## src/rtl/e3_ma_pkg.sv

```systemverilog
package e3_ma_pkg;
  localparam int PT_W         = 3;
  localparam int MA_FERF_BIT  = 7;
  localparam int MA_PT_LSB    = 4;
  localparam int MA_TMARK_BIT = 3;
  localparam int SHORT_RUN    = 3;
  localparam int LONG_RUN     = 5;

  typedef logic [PT_W-1:0] pld_t;

  typedef struct packed {
    logic ferf_long;
    logic tmark_long;
    pld_t exp_pld;
  } cfg_t;
endpackage

```

## src/rtl/e3_persist_filter.sv

```systemverilog
module e3_persist_filter #(
  parameter int SHORT_RUN = 3,
  parameter int LONG_RUN  = 5
) (
  input  logic clk,
  input  logic rst_n,
  input  logic frame_en,
  input  logic bit_in,
  input  logic long_sel,
  input  logic restart,
  output logic state_o
);
  localparam int CNT_W = $clog2(LONG_RUN + 1);

  logic [CNT_W-1:0] run_q, run_d;
  logic             state_q, state_d;
  logic [CNT_W-1:0] limit;

  assign limit = long_sel ? CNT_W'(LONG_RUN) : CNT_W'(SHORT_RUN);

  always_comb begin
    run_d   = run_q;
    state_d = state_q;
    if (restart) begin
      run_d = '0;
    end else if (frame_en) begin
      if (bit_in != state_q) begin
        if (run_q + 1'b1 == limit) begin
          state_d = bit_in;
          run_d   = '0;
        end else begin
          run_d = run_q + 1'b1;
        end
      end else begin
        run_d = '0;
      end
    end
  end

  always_ff @(posedge clk or negedge rst_n) begin
    if (!rst_n) begin
      run_q   <= '0;
      state_q <= 1'b0;
    end else begin
      run_q   <= run_d;
      state_q <= state_d;
    end
  end

  assign state_o = state_q;
endmodule

```

## src/rtl/e3_pld_check.sv

```systemverilog
module e3_pld_check
  import e3_ma_pkg::*;
(
  input  logic clk,
  input  logic rst_n,
  input  logic frame_en,
  input  pld_t pld_in,
  input  pld_t exp_pld,
  input  logic clr_req,
  output pld_t pld_o,
  output logic irq_o
);
  pld_t pld_q, pld_d;
  logic irq_q, irq_d;
  logic miss;

  assign miss = frame_en && (pld_in != exp_pld);

  always_comb begin
    pld_d = frame_en ? pld_in : pld_q;
    if (miss)         irq_d = 1'b1;
    else if (clr_req) irq_d = 1'b0;
    else              irq_d = irq_q;
  end

  always_ff @(posedge clk or negedge rst_n) begin
    if (!rst_n) begin
      pld_q <= '0;
      irq_q <= 1'b0;
    end else begin
      pld_q <= pld_d;
      irq_q <= irq_d;
    end
  end

  assign pld_o = pld_q;
  assign irq_o = irq_q;
endmodule

```

## src/rtl/e3_cfg_regs.sv

```systemverilog
module e3_cfg_regs
  import e3_ma_pkg::*;
(
  input  logic       clk,
  input  logic       rst_n,
  input  logic       wr_en,
  input  logic [7:0] wdata,
  output cfg_t       cfg_o,
  output logic       ferf_restart,
  output logic       tmark_restart
);
  cfg_t cfg_q, cfg_d, cfg_wr;

  assign cfg_wr = '{ferf_long: wdata[4], tmark_long: wdata[3], exp_pld: wdata[PT_W-1:0]};

  always_comb begin
    cfg_d = wr_en ? cfg_wr : cfg_q;
  end

  assign ferf_restart  = wr_en && (cfg_wr.ferf_long  != cfg_q.ferf_long);
  assign tmark_restart = wr_en && (cfg_wr.tmark_long != cfg_q.tmark_long);

  always_ff @(posedge clk or negedge rst_n) begin
    if (!rst_n) begin
      cfg_q <= '{ferf_long: 1'b1, tmark_long: 1'b0, exp_pld: '0};
    end else begin
      cfg_q <= cfg_d;
    end
  end

  assign cfg_o = cfg_q;
endmodule

```

## src/rtl/e3_ma_monitor.sv

```systemverilog
module e3_ma_monitor
  import e3_ma_pkg::*;
#(
  parameter int          ADDR_W   = 8,
  parameter [ADDR_W-1:0] CFG_ADDR = 8'h0E,
  parameter [ADDR_W-1:0] STS_ADDR = 8'h0F
) (
  input  logic              clk,
  input  logic              rst_n,
  input  logic              frame_vld,
  input  logic [7:0]        ma_byte,
  input  logic              reg_wr,
  input  logic              reg_rd,
  input  logic [ADDR_W-1:0] reg_addr,
  input  logic [7:0]        reg_wdata,
  output logic [7:0]        reg_rdata,
  output logic              ferf_status,
  output logic              tmark_valid,
  output logic              pld_mismatch_irq
);
  logic [1:0] rst_sync_q;
  logic       rst_core_n;
  cfg_t       cfg;
  pld_t       rx_pld;
  logic       cfg_wr_en, sts_rd_en;
  logic       ferf_rst, tmark_rst;

  always_ff @(posedge clk or negedge rst_n) begin
    if (!rst_n) rst_sync_q <= 2'b00;
    else        rst_sync_q <= {rst_sync_q[0], 1'b1};
  end
  assign rst_core_n = rst_sync_q[1];

  assign cfg_wr_en = reg_wr && (reg_addr == CFG_ADDR);
  assign sts_rd_en = reg_rd && (reg_addr == STS_ADDR);

  e3_cfg_regs u_cfg (
    .clk(clk), .rst_n(rst_core_n), .wr_en(cfg_wr_en), .wdata(reg_wdata),
    .cfg_o(cfg), .ferf_restart(ferf_rst), .tmark_restart(tmark_rst)
  );

  e3_persist_filter #(.SHORT_RUN(SHORT_RUN), .LONG_RUN(LONG_RUN)) u_ferf (
    .clk(clk), .rst_n(rst_core_n), .frame_en(frame_vld), .bit_in(ma_byte[MA_FERF_BIT]),
    .long_sel(cfg.ferf_long), .restart(ferf_rst), .state_o(ferf_status)
  );

  e3_persist_filter #(.SHORT_RUN(SHORT_RUN), .LONG_RUN(LONG_RUN)) u_tmark (
    .clk(clk), .rst_n(rst_core_n), .frame_en(frame_vld), .bit_in(ma_byte[MA_TMARK_BIT]),
    .long_sel(cfg.tmark_long), .restart(tmark_rst), .state_o(tmark_valid)
  );

  e3_pld_check u_pld (
    .clk(clk), .rst_n(rst_core_n), .frame_en(frame_vld),
    .pld_in(ma_byte[MA_PT_LSB +: PT_W]), .exp_pld(cfg.exp_pld), .clr_req(sts_rd_en),
    .pld_o(rx_pld), .irq_o(pld_mismatch_irq)
  );

  always_comb begin
    reg_rdata = 8'h00;
    if (reg_addr == CFG_ADDR)
      reg_rdata = {rx_pld, cfg.ferf_long, cfg.tmark_long, cfg.exp_pld};
    else if (reg_addr == STS_ADDR)
      reg_rdata = {5'b0, pld_mismatch_irq, tmark_valid, ferf_status};
  end
endmodule

```

## config.mk

```make
export PLATFORM = sky130hd
export DESIGN_NAME = e3_ma_monitor
export DESIGN_NICKNAME = d
export VERILOG_FILES = /design/src/rtl/e3_ma_pkg.sv /design/src/rtl/e3_persist_filter.sv /design/src/rtl/e3_pld_check.sv /design/src/rtl/e3_cfg_regs.sv /design/src/rtl/e3_ma_monitor.sv
export SDC_FILE = /design/constraint.sdc
export NUM_CORES = 1
export LEC_CHECK = 0
export ABC_AREA = 1
export ABC_CLOCK_PERIOD_IN_PS = 800
export BUFFER_PORTS_ARGS = -buffer_cell sky130_fd_sc_hd__buf_2
export CAP_MARGIN = 30
export CORE_AREA = 2 2 46 69
export DETAILED_ROUTE_END_ITERATION = 10
export DIE_AREA = 0 0 48 71
export GPL_TIMING_DRIVEN = 1
export PLACE_DENSITY_LB_ADDON = 0.05
export SYNTH_ARGS = -nofsm -noshare
export SYNTH_HDL_FRONTEND = slang
export SYNTH_SLANG_ARGS = --single-unit
export TNS_END_PERCENT = 30
```

## constraint.sdc

```tcl
create_clock -name clk -period 0.8 [get_ports clk]
set_input_delay 0.04 -clock clk [delete_from_list [all_inputs] [get_ports clk]]
set_output_delay 0.04 -clock clk [all_outputs]
set_load 0.1 [all_outputs]
```

## Yosys cells after proc, flatten, opt, wreduce, memory -nomap -nowiden

Index checks and enable logic that the tools add are counted.

| operators by class | value |
|---|---|
| add/sub/neg operators | 2 |
| $mul | 0 |
| divide/modulo/power cells | 0 |
| magnitude comparators | 0 |
| eq/ne operators | 9 |
| shift operators | 0 |
| mux-type cells | 14 |
| bitwise operators | 2 |
| reduce and logical (&&, ||, !) cells | 10 |

Operators with widths:

| operator | number |
|---|---|
| two-way mux 3 bit | 11 |
| == test 8 x 4 -> 1 bit, second input constant | 2 |
| two-way mux 8 bit | 1 |
| AND reduction 4 bit | 2 |
| adder 3 x 1 -> 3 bit, second input constant | 2 |
| == test 3 bit | 2 |
| nonzero test 2 bit | 3 |
| logical AND 1 bit | 5 |
| inequality test 1 bit | 4 |
| inequality test 3 bit | 1 |
| two-way mux 1 bit | 2 |
| NOT 1 bit | 2 |

| storage, ports and cells | value |
|---|---|
| flip-flop bits (word level) | 19 |
| bits in latches | 0 |
| memory bits (writable) | 0 |
| bits in read-only memories | 0 |
| input bits | 29 |
| output and inout port bits | 11 |
| word-level logic and storage cells | 47 |
| memories | 0 |

## Longest topological paths before layout

Gate-level depths: netlist of the first run.

| depth | value |
|---|---|
| word-level depth | 6 |
| mapped depth | 9 |
| mapped depth without buffers | 9 |

## Modules after synthesis

From an unflattened synthesis of the first run, not the netlist that was laid out.

| second synthesis, totals | value |
|---|---|
| cell total of the unflattened synthesis | 187 |
| area total of the unflattened synthesis | 1276.2 µm² |

By module, submodules not included:

| module | instances | cells an instance | area an instance (µm²) | seq. area each (µm²) |
|---|---|---|---|---|
| e3_persist_filter | 2 | 46 | 309.0 | 100.1 |
| e3_cfg_regs | 1 | 29 | 235.2 | 126.4 |
| e3_ma_monitor | 1 | 41 | 224.0 | 50.0 |
| e3_pld_check | 1 | 25 | 198.9 | 100.1 |

## Worst setup path before layout of the first run

No wires, ideal clock.

| path | value |
|---|---|
| path kind | register -> output |
| start | register u_ferf.state_q, in the netlist u_ferf.state_o |
| end | output port reg_rdata[0] |
| arrival time | 2.601 ns |
| data required time | 0.760 ns |
| path slack | -1.841 ns |
| cell stages (with the launch flop) | 3 |
| buffers on the path | 0 |
| cells stage by stage | dfrtp_1 inv_1 o22ai_1 |

| between the ends | value |
|---|---|
| cells in the longest elaborated chain, start to end | 2 |

Ends and longest elaborated chain:

| what | RTL line | text |
|---|---|---|
| start: declaration | e3_persist_filter.sv:16 | `logic state_q, state_d;` |
| start signal: assignment | e3_persist_filter.sv:46 | `state_q <= state_d;` |
| two-way mux 3 bit | e3_ma_monitor.sv:62 | `else if (reg_addr == STS_ADDR)` |
| two-way mux 8 bit | e3_ma_monitor.sv:60 | `if (reg_addr == CFG_ADDR)` |
| end: declaration | e3_ma_monitor.sv:16 | `output logic [7:0] reg_rdata,` |

No other way between the ends.

## Worst setup path after layout of the first run

| path | value |
|---|---|
| start | register u_cfg.cfg_q (netlist bit u_cfg.cfg_o[4]) |
| end | output port reg_rdata[4] |

| between the ends | value |
|---|---|
| cells in the longest elaborated chain, start to end | 1 |

Ends and longest elaborated chain:

| what | RTL line | text |
|---|---|---|
| start: declaration | e3_cfg_regs.sv:12 | `cfg_t cfg_q, cfg_d, cfg_wr;` |
| start signal: assignment | e3_cfg_regs.sv:25 | `cfg_q <= '{ferf_long: 1'b1, tmark_long: 1'b0, exp_pld: '0};` |
| start signal: assignment | e3_cfg_regs.sv:27 | `cfg_q <= cfg_d;` |
| two-way mux 8 bit | e3_ma_monitor.sv:60 |  |

No other way between the ends.

==> results.yml, run 1 <==
timing:
  slew_violations: 0
  setup-tns-final_ns: -7.17
  min_period_over_period_pct: 163
  finalHoldViolations: 0
  setup_viol: 21
  timing.hold.ws_ns: 0.00127
  fin_crit_ns: 1.31
  rsz0062_at_grt: "true"
  final.setup.worst_slack_ns: -0.508
  fin_skew_ns: 0.00443
  fmax_mhz: 765
placement:
  post-place-ws_ns: -0.634
  port_buffers: 33
  postPlaceCellArea_um2: 1790
  hpwl_um: 2430
  place.gp.congestion: 0.803
floorplanning:
  die_area_um2: 3410
  initial_core_util_pct: 40.4
  core_area_um2: 2850
  rows: 24
  die_w_um: 48
  die_y_um: 71
  io_pins: 40
outcome:
  status: "finished with violations"
  violations: "setup timing"
worst_hold_path:
  min_path_type: "in2reg"
synthesis:
  synth_warnings: 0
  syn_area_per_cell_um2: 7.29
  syn_nets: 189
  synth_cells: 158
  synth_area_um2: 1150
  ys_seq_area_share_pct: 41.4
  yosysUniqueCellTypes: 20
  synth_seq_cells: 19
global_route:
  track_usage_pct: 20.6
  grt_pass1_vias: 1250
  grt_overflow: 0
  grt_pass1_wl_um: 5150
  antenna_found_initial: 0
  grt_max_degree: 18
drt:
  drt-initial-drc-count: 25
  vias: 1208
  drc_errors: 0
  dr.pass1.iters: 4
  totalWireLength_um: 3140
  wire_per_inst_um: 12.3
  ant_nets: 0
  vias_per_cell: 4.72
setup_path:
  crit_fanout: 4
  criticalPathCategory: "reg2out"
  crit_required_ns: 0.76
  cp-start-kind: "register"
  cp-end-kind: "primary output"
  arrival_ns: 1.27
clock_tree:
  cts_htree_levels: 1
  cts-root-buf: "clkbuf_8"
  cts_inserted_buffers: 3
  clkLatencyLatePin_ns: 0.26
  cts.clk_slew.worst_paths_ns: 0.08
  cts_sinks: 19
  clockBufferDepth: 2
  cts_tree: "yes"
layout:
  antenna_cells: 0
  syn_to_final_growth_pct: 75.7
  final_area_um2: 2020
  drive_gt1_share_pct: 51.6
  nets: 249
run:
  cap_violations: 0
pwr:
  max-vdd-ir-drop_uv: 2180
  leakage_nw: 0.973
  cellPowerDensity_nw_per_um2: 2230
  fin_total_pwr_mw: 4.52
-- power by group --
group          internal, mW  total [mW]  switching, mW
combinational          1.10        2.41           1.31
clock                 0.355       0.699          0.344
sequential             1.19        1.41          0.221
total                  2.65        4.52           1.87
-- Yosys cell counts --
cell type	n	area (µm²)
clkbuf_1	1	3.75
conb_1	1	3.75
dfrtp_1	18	450
dfstp_2	1	26.3
ha_1	2	25.0
inv_1	32	120
nand2_1	47	176
nand2_4	1	11.3
nand3_1	16	80.1
nand4_1	3	18.8
nand4_2	2	25.0
nor2_1	7	26.3
nor2_4	2	22.5
nor2_8	1	20.0
o21ai_0	13	65.1
o21ai_1	2	10.0
o21bai_1	2	15.0
o22ai_1	3	18.8
o31ai_1	1	7.51
xor2_1	3	26.3
-- registers in the layout (all words and copies together), names as in the netlist --
name and flops:
u_pld.pld_o 3, u_cfg.cfg_o 5, u_tmark.state_o 1, rst_sync_q 2, u_ferf.run_q 3, u_ferf.state_o 1
u_tmark.run_q 3, u_pld.irq_o 1
-- metrics by stage --
stage               util, %  cells
detailed placement     62.8    246
global placement       62.8    246
CTS                    69.3    254
floorplan                 -    158
finish                 71.0    256
global route           71.0    256
-- layout by cell type, fill, tap and decap left out --
cell / n
dfstp_2: 1
nand4_1: 3
o22ai_4: 3
xor2_1: 3
o21ai_1: 7
nand4_4: 1
nand4_2: 1
inv_4: 3
nand3_2: 7
o21ai_0: 6
inv_12: 1
buf_2: 22
nor2_4: 7
dfrtp_4: 3
o21bai_1: 2
conb_1: 1
buf_6: 5
buf_12: 12
dlygate4sd3_1: 4
nand2_8: 1
nand2_4: 1
dfrtp_1: 15
ha_4: 2
inv_2: 10
o31ai_1: 1
inv_1: 17
nand3_1: 9
clkbuf_1: 1
inv_6: 1
buf_4: 13
clkbuf_8: 3
nand2_1: 34
nand2_2: 12
nor2_8: 1
o21ai_2: 2
nor2_1: 2
-- per-layer routing --
layer | part of all wire, % | global-route usage [%] | wire (µm)
met4 | 1.1 | 6.61 | 34
met5 | 0 | 0 | 0
met1 | 39 | 23.0 | 1230
met3 | 1.8 | 3.06 | 55
met2 | 58 | 37.3 | 1820
-- repair_timing --
action                                  CTS  global route
pin swaps                                23            19
endpoints found under the setup margin   22            25
buffers inserted                          0             2
hold buffers                              4             0
gates resized for setup                  30            14
endpoints found under the hold margin     5             0
-- cell type report --
| class | instances | area, µm² |
|---|---|---|
| Fill cell | 236 | 828 |
| Tap cell | 39 | 48.8 |
| Sequential cell | 19 | 488 |
| Inverter | 32 | 145 |
| Multi-Input combinational cell | 106 | 753 |
| Clock buffer | 4 | 45.0 |
| Timing Repair Buffer | 56 | 544 |
-- logic make-up (layout without fill, tap and decap cells) --
group | count (synthesis) | in the layout | share of synthesized area (%)
simple gates | 79 | 79 | 33.0
compound gates | 21 | 21 | 10.1
fa+ha+maj | 2 | 2 | 2.17
other cells | 1 | 1 | 0.325
buf+inv | 33 | 92 | 10.7
xor+xnor | 3 | 3 | 2.28
flops | 19 | 19 | 41.4
-- worst paths after layout --
path	start	endpoint	slack, ns	cells past startpoint
max in group asynchronous	rst_sync_q[1]	u_cfg.cfg_o[4]	0.39	1
worst min register to register	rst_sync_q[1]	u_tmark.state_o	0.20	1
worst max register to register	u_tmark.run_q[1]	u_tmark.state_o	-0.48	6
min in group asynchronous	rst_n	rst_sync_q[1]	0.08	2
worst max-delay path	u_cfg.cfg_o[4]	reg_rdata[4]	-0.51	4
worst min-delay path	ma_byte[3]	u_tmark.state_o	0.001	3
-- critical path, stage by stage (launching register included) --
cell and delay, ns:
dfstp_2 0.57, inv_4 0.06, buf_6 0.11, nor2_4 0.09, buf_12 0.18
Power figures use the tool's default switching activity.
==> run 2: changes to the inputs <==
SKIP_CTS_REPAIR_TIMING = 1   (was default)
==> results.yml, run 2 (same netlist as run 1, synthesis figures left out) <==
outcome:
  status: "finished with violations"
  violations: "hold timing, setup timing"
drt:
  drt-initial-drc-count: 13
  wire_per_inst_um: 12.2
  ant_nets: 0
  dr.pass1.iters: 4
  vias_per_cell: 4.69
  vias: 1197
  drc_errors: 0
  totalWireLength_um: 3110
global_route:
  track_usage_pct: 19.3
  grt_max_degree: 18
  grt_pass1_wl_um: 4820
  grt_overflow: 0
  antenna_found_initial: 0
  grt_pass1_vias: 1165
clock_tree:
  cts_sinks: 19
  cts_inserted_buffers: 3
  cts_tree: "yes"
  cts-root-buf: "clkbuf_8"
  clockBufferDepth: 2
  cts_htree_levels: 1
  clkLatencyLatePin_ns: 0.26
  cts.clk_slew.worst_paths_ns: 0.07
floorplanning:
  die_w_um: 48
  io_pins: 40
  die_y_um: 71
  initial_core_util_pct: 40.4
  die_area_um2: 3410
  core_area_um2: 2850
  rows: 24
timing:
  min_period_over_period_pct: 166
  rsz0062_at_grt: "true"
  setup_viol: 20
  slew_violations: 0
  setup-tns-final_ns: -7.28
  fmax_mhz: 754
  final.setup.worst_slack_ns: -0.526
  finalHoldViolations: 3
  fin_skew_ns: 0.00260
  timing.hold.ws_ns: -0.0162
  fin_crit_ns: 1.33
setup_path:
  arrival_ns: 1.29
  r2r_cells: 6
  crit_end: "reg_rdata[4]"
  crit_path_start: "u_cfg.cfg_o[4]"
  rrSetupSlack_ns: -0.49
  cp-start-kind: "register"
  cp-end-kind: "primary output"
  criticalPathCategory: "reg2out"
  r2r_start: "u_tmark.run_q[0]"
  crit_fanout: 4
  crit_required_ns: 0.76
  reg2reg_to: "u_tmark.state_o"
layout:
  largest_reg_flops: 5
  most-common-layout-cells: "nand2_1, buf_2, inv_1"
  nets: 248
  final_common_cell: "nand2_1"
  syn_to_final_growth_pct: 74.5
  final_area_um2: 2010
  antenna_cells: 0
  fin_util_pct: 70.5
  drive_gt1_share_pct: 52.3
pwr:
  max-vdd-ir-drop_uv: 1990
  leakage_nw: 0.973
  cellPowerDensity_nw_per_um2: 2230
placement:
  port_buffers: 33
  post-place-ws_ns: -0.634
  place.gp.congestion: 0.803
  postPlaceCellArea_um2: 1790
  hpwl_um: 2430
worst_hold_path:
  min_path_type: "in2reg"
run:
  cap_violations: 0
==> run 2: changes by cell type in the layout (fill, tap and decap cells not counted), sizes merged <==
cell         previous run  this run
buf                    52        54
dlygate4sd3             4         1
==> run 2: cell type report <==
cell class | count | area, µm²
Fill cell | 234 | 842
Multi-Input combinational cell | 106 | 761
Timing Repair Buffer | 55 | 526
Sequential cell | 19 | 488
Inverter | 32 | 143
Tap cell | 39 | 48.8
Clock buffer | 4 | 45.0
==> run 2: per-stage QoR <==
stage	total power, mW	hold WS, ns	instances
6_report	4.49	-0.0162	255
5_1_grt	4.75	0.00330	255
4_1_cts	4.03	-0.456	250
3_5_place_dp	3.33	-0.174	246
3_3_place_gp	3.24	-0.177	246
2_1_floorplan	2.52	-0.256	158
==> run 2: power breakdown <==
part,internal (mW),total (mW),switching (mW)
Clock,0.355,0.694,0.338
Combinational,1.08,2.39,1.30
Sequential,1.19,1.41,0.220
Total,2.63,4.49,1.86
==> run 2: layer usage <==
metal	global-route usage (%)	vias up	wire, µm
met5	0	-	0
li1	-	615	-
met4	6.31	0	33
met2	34.2	22	1810
met1	22.3	556	1190
met3	2.81	4	74
==> run 2: worst min-delay path by stage <==
stage / start / to / depth (start not counted)
2_1_floorplan: rst_n / rst_sync_q[0] / 0
6_report: reg_wdata[1] / u_cfg.cfg_o[1] / 3
4_1_cts: rst_n / rst_sync_q[1] / 1
5_1_grt: reg_wdata[2] / u_cfg.cfg_o[2] / 3
3_5_place_dp: rst_n / rst_sync_q[1] / 1
3_3_place_gp: rst_n / rst_sync_q[0] / 1
==> run 2: worst max-delay path: stages, from the launching register on <==
cell,delay [ns]
dfstp_2,0.55
inv_2,0.06
buf_4,0.14
nor2_4,0.09
buf_12,0.18
==> run 3: changes to the inputs <==
CORE_AREA = 2 2 40 79   (was 2 2 46 69)
DIE_AREA = 0 0 42 81   (was 0 0 48 71)
==> results.yml, run 3 (same netlist as run 1, synthesis figures left out) <==
clock_tree:
  cts_htree_levels: 1
  cts_tree: "yes"
  clockBufferDepth: 2
  cts-root-buf: "clkbuf_8"
  clkLatencyLatePin_ns: 0.26
  cts_inserted_buffers: 3
  cts.clk_slew.worst_paths_ns: 0.08
  cts_sinks: 19
setup_path:
  criticalPathCategory: "reg2out"
  crit_fanout: 4
  crit_path_start: "u_cfg.cfg_o[4]"
  r2r_cells: 7
  r2r_start: "u_ferf.run_q[1]"
  cp-start-kind: "register"
  reg2reg_to: "u_ferf.run_q[2]"
  crit_end: "reg_rdata[4]"
  cp-end-kind: "primary output"
  arrival_ns: 1.26
  crit_required_ns: 0.76
  rrSetupSlack_ns: -0.46
layout:
  fin_util_pct: 70.5
  largest_reg_flops: 5
  final_common_cell: "nand2_1"
  most-common-layout-cells: "nand2_1, buf_2, inv_1"
  nets: 251
  syn_to_final_growth_pct: 73.6
  antenna_cells: 0
  drive_gt1_share_pct: 50.7
  nFillCells: 242
floorplanning:
  rows: 28
  initial_core_util_pct: 40.6
  io_pins: 40
  die_w_um: 42
  core_area_um2: 2840
  die_area_um2: 3400
  die_y_um: 81
worst_hold_path:
  min_from: "reg_wdata[2]"
  min_path_type: "in2reg"
placement:
  port_buffers: 33
  place.gp.congestion: 0.768
  hpwl_um: 2170
global_route:
  grt_max_degree: 13
  grt_pass1_vias: 1148
  grt_overflow: 0
  grt_pass1_wl_um: 4680
  track_usage_pct: 17.5
  antenna_found_initial: 0
timing:
  rsz0062_at_grt: "true"
  setup_viol: 21
  min_period_over_period_pct: 163
  final.setup.worst_slack_ns: -0.504
  fmax_mhz: 767
  fin_crit_ns: 1.30
  fin_skew_ns: 0.00614
  timing.hold.ws_ns: -0.00692
  finalHoldViolations: 2
  slew_violations: 0
drt:
  vias: 1232
  dr.pass1.iters: 4
  wire_per_inst_um: 11.4
  vias_per_cell: 4.95
  drc_errors: 0
  ant_nets: 0
  drt-initial-drc-count: 22
  totalWireLength_um: 2840
outcome:
  violations: "hold timing, setup timing"
  status: "finished with violations"
pwr:
  cellPowerDensity_nw_per_um2: 2260
  leakage_nw: 0.982
  max-vdd-ir-drop_uv: 1670
  fin_total_pwr_mw: 4.53
run:
  cap_violations: 0
[run 3: cell count changes in the layout (fill, tap and decap cells not counted), moves of 2 or more]
cell | previous run | this run
buf_4 | 16 | 19
o21ai_1 | 8 | 6
inv_2 | 10 | 8
inv_1 | 18 | 20
nand2_1 | 33 | 36
nand2_2 | 13 | 9
[run 3: metal layers]
metal / part of all wire, % / GRT usage, %
met1: 43 / 21.5
met2: 51 / 30.8
met3: 4.8 / 2.22
met4: 0.71 / 6.45
met5: 0 / 0
[run 3: area by class of cell]
cell class	count	area, µm²	share of cell area [%]
multi-input cells	106	748	37.4
well taps	30	37.5	1.88
repair buffers	58	538	26.9
flip-flops and latches	19	488	24.4
clock inverters	1	5.00	0.250
inverters	32	143	7.13
clock buffers	3	41.3	2.06
[run 3: worst min-delay path by stage]
stage / to / depth (start not counted)
3_3_place_gp: rst_sync_q[1] / 1
5_1_grt: u_cfg.cfg_o[0] / 3
3_5_place_dp: rst_sync_q[0] / 1
6_report: u_cfg.cfg_o[2] / 3
2_1_floorplan: rst_sync_q[0] / 0
4_1_cts: rst_sync_q[0] / 1
[run 3: through the flow]
| stage | cell area, µm² | instances | hold slack [ns] | setup TNS (ns) | worst slack [ns] |
|---|---|---|---|---|---|
| 3_3_place_gp | 1780 | 239 | -0.175 | -7.76 | -0.503 |
| 3_5_place_dp | 1780 | 239 | -0.174 | -8.18 | -0.553 |
| 2_1_floorplan | 1270 | 158 | -0.256 | -6.55 | -0.501 |
| 6_report | 2000 | 249 | -0.00692 | -7.11 | -0.504 |
| 4_1_cts | 1830 | 243 | -0.454 | -8.27 | -0.566 |
| 5_1_grt | 2000 | 249 | 0.00944 | -8.66 | -0.583 |
[run 3: where the power goes]
| part | total, mW | leakage [nW] | switching (mW) | internal [mW] |
|---|---|---|---|---|
| combinational | 2.45 | 0.739 | 1.28 | 1.17 |
| clock | 0.672 | 0.0255 | 0.326 | 0.346 |
| sequential | 1.40 | 0.217 | 0.212 | 1.19 |
| total | 4.53 | 0.982 | 1.82 | 2.71 |
[run 3: critical path, cell delays in order (launching register included)]
cell and delay (ns):
dfstp_2 0.55, inv_2 0.05, buf_4 0.13, nor2_4 0.09, buf_12 0.18
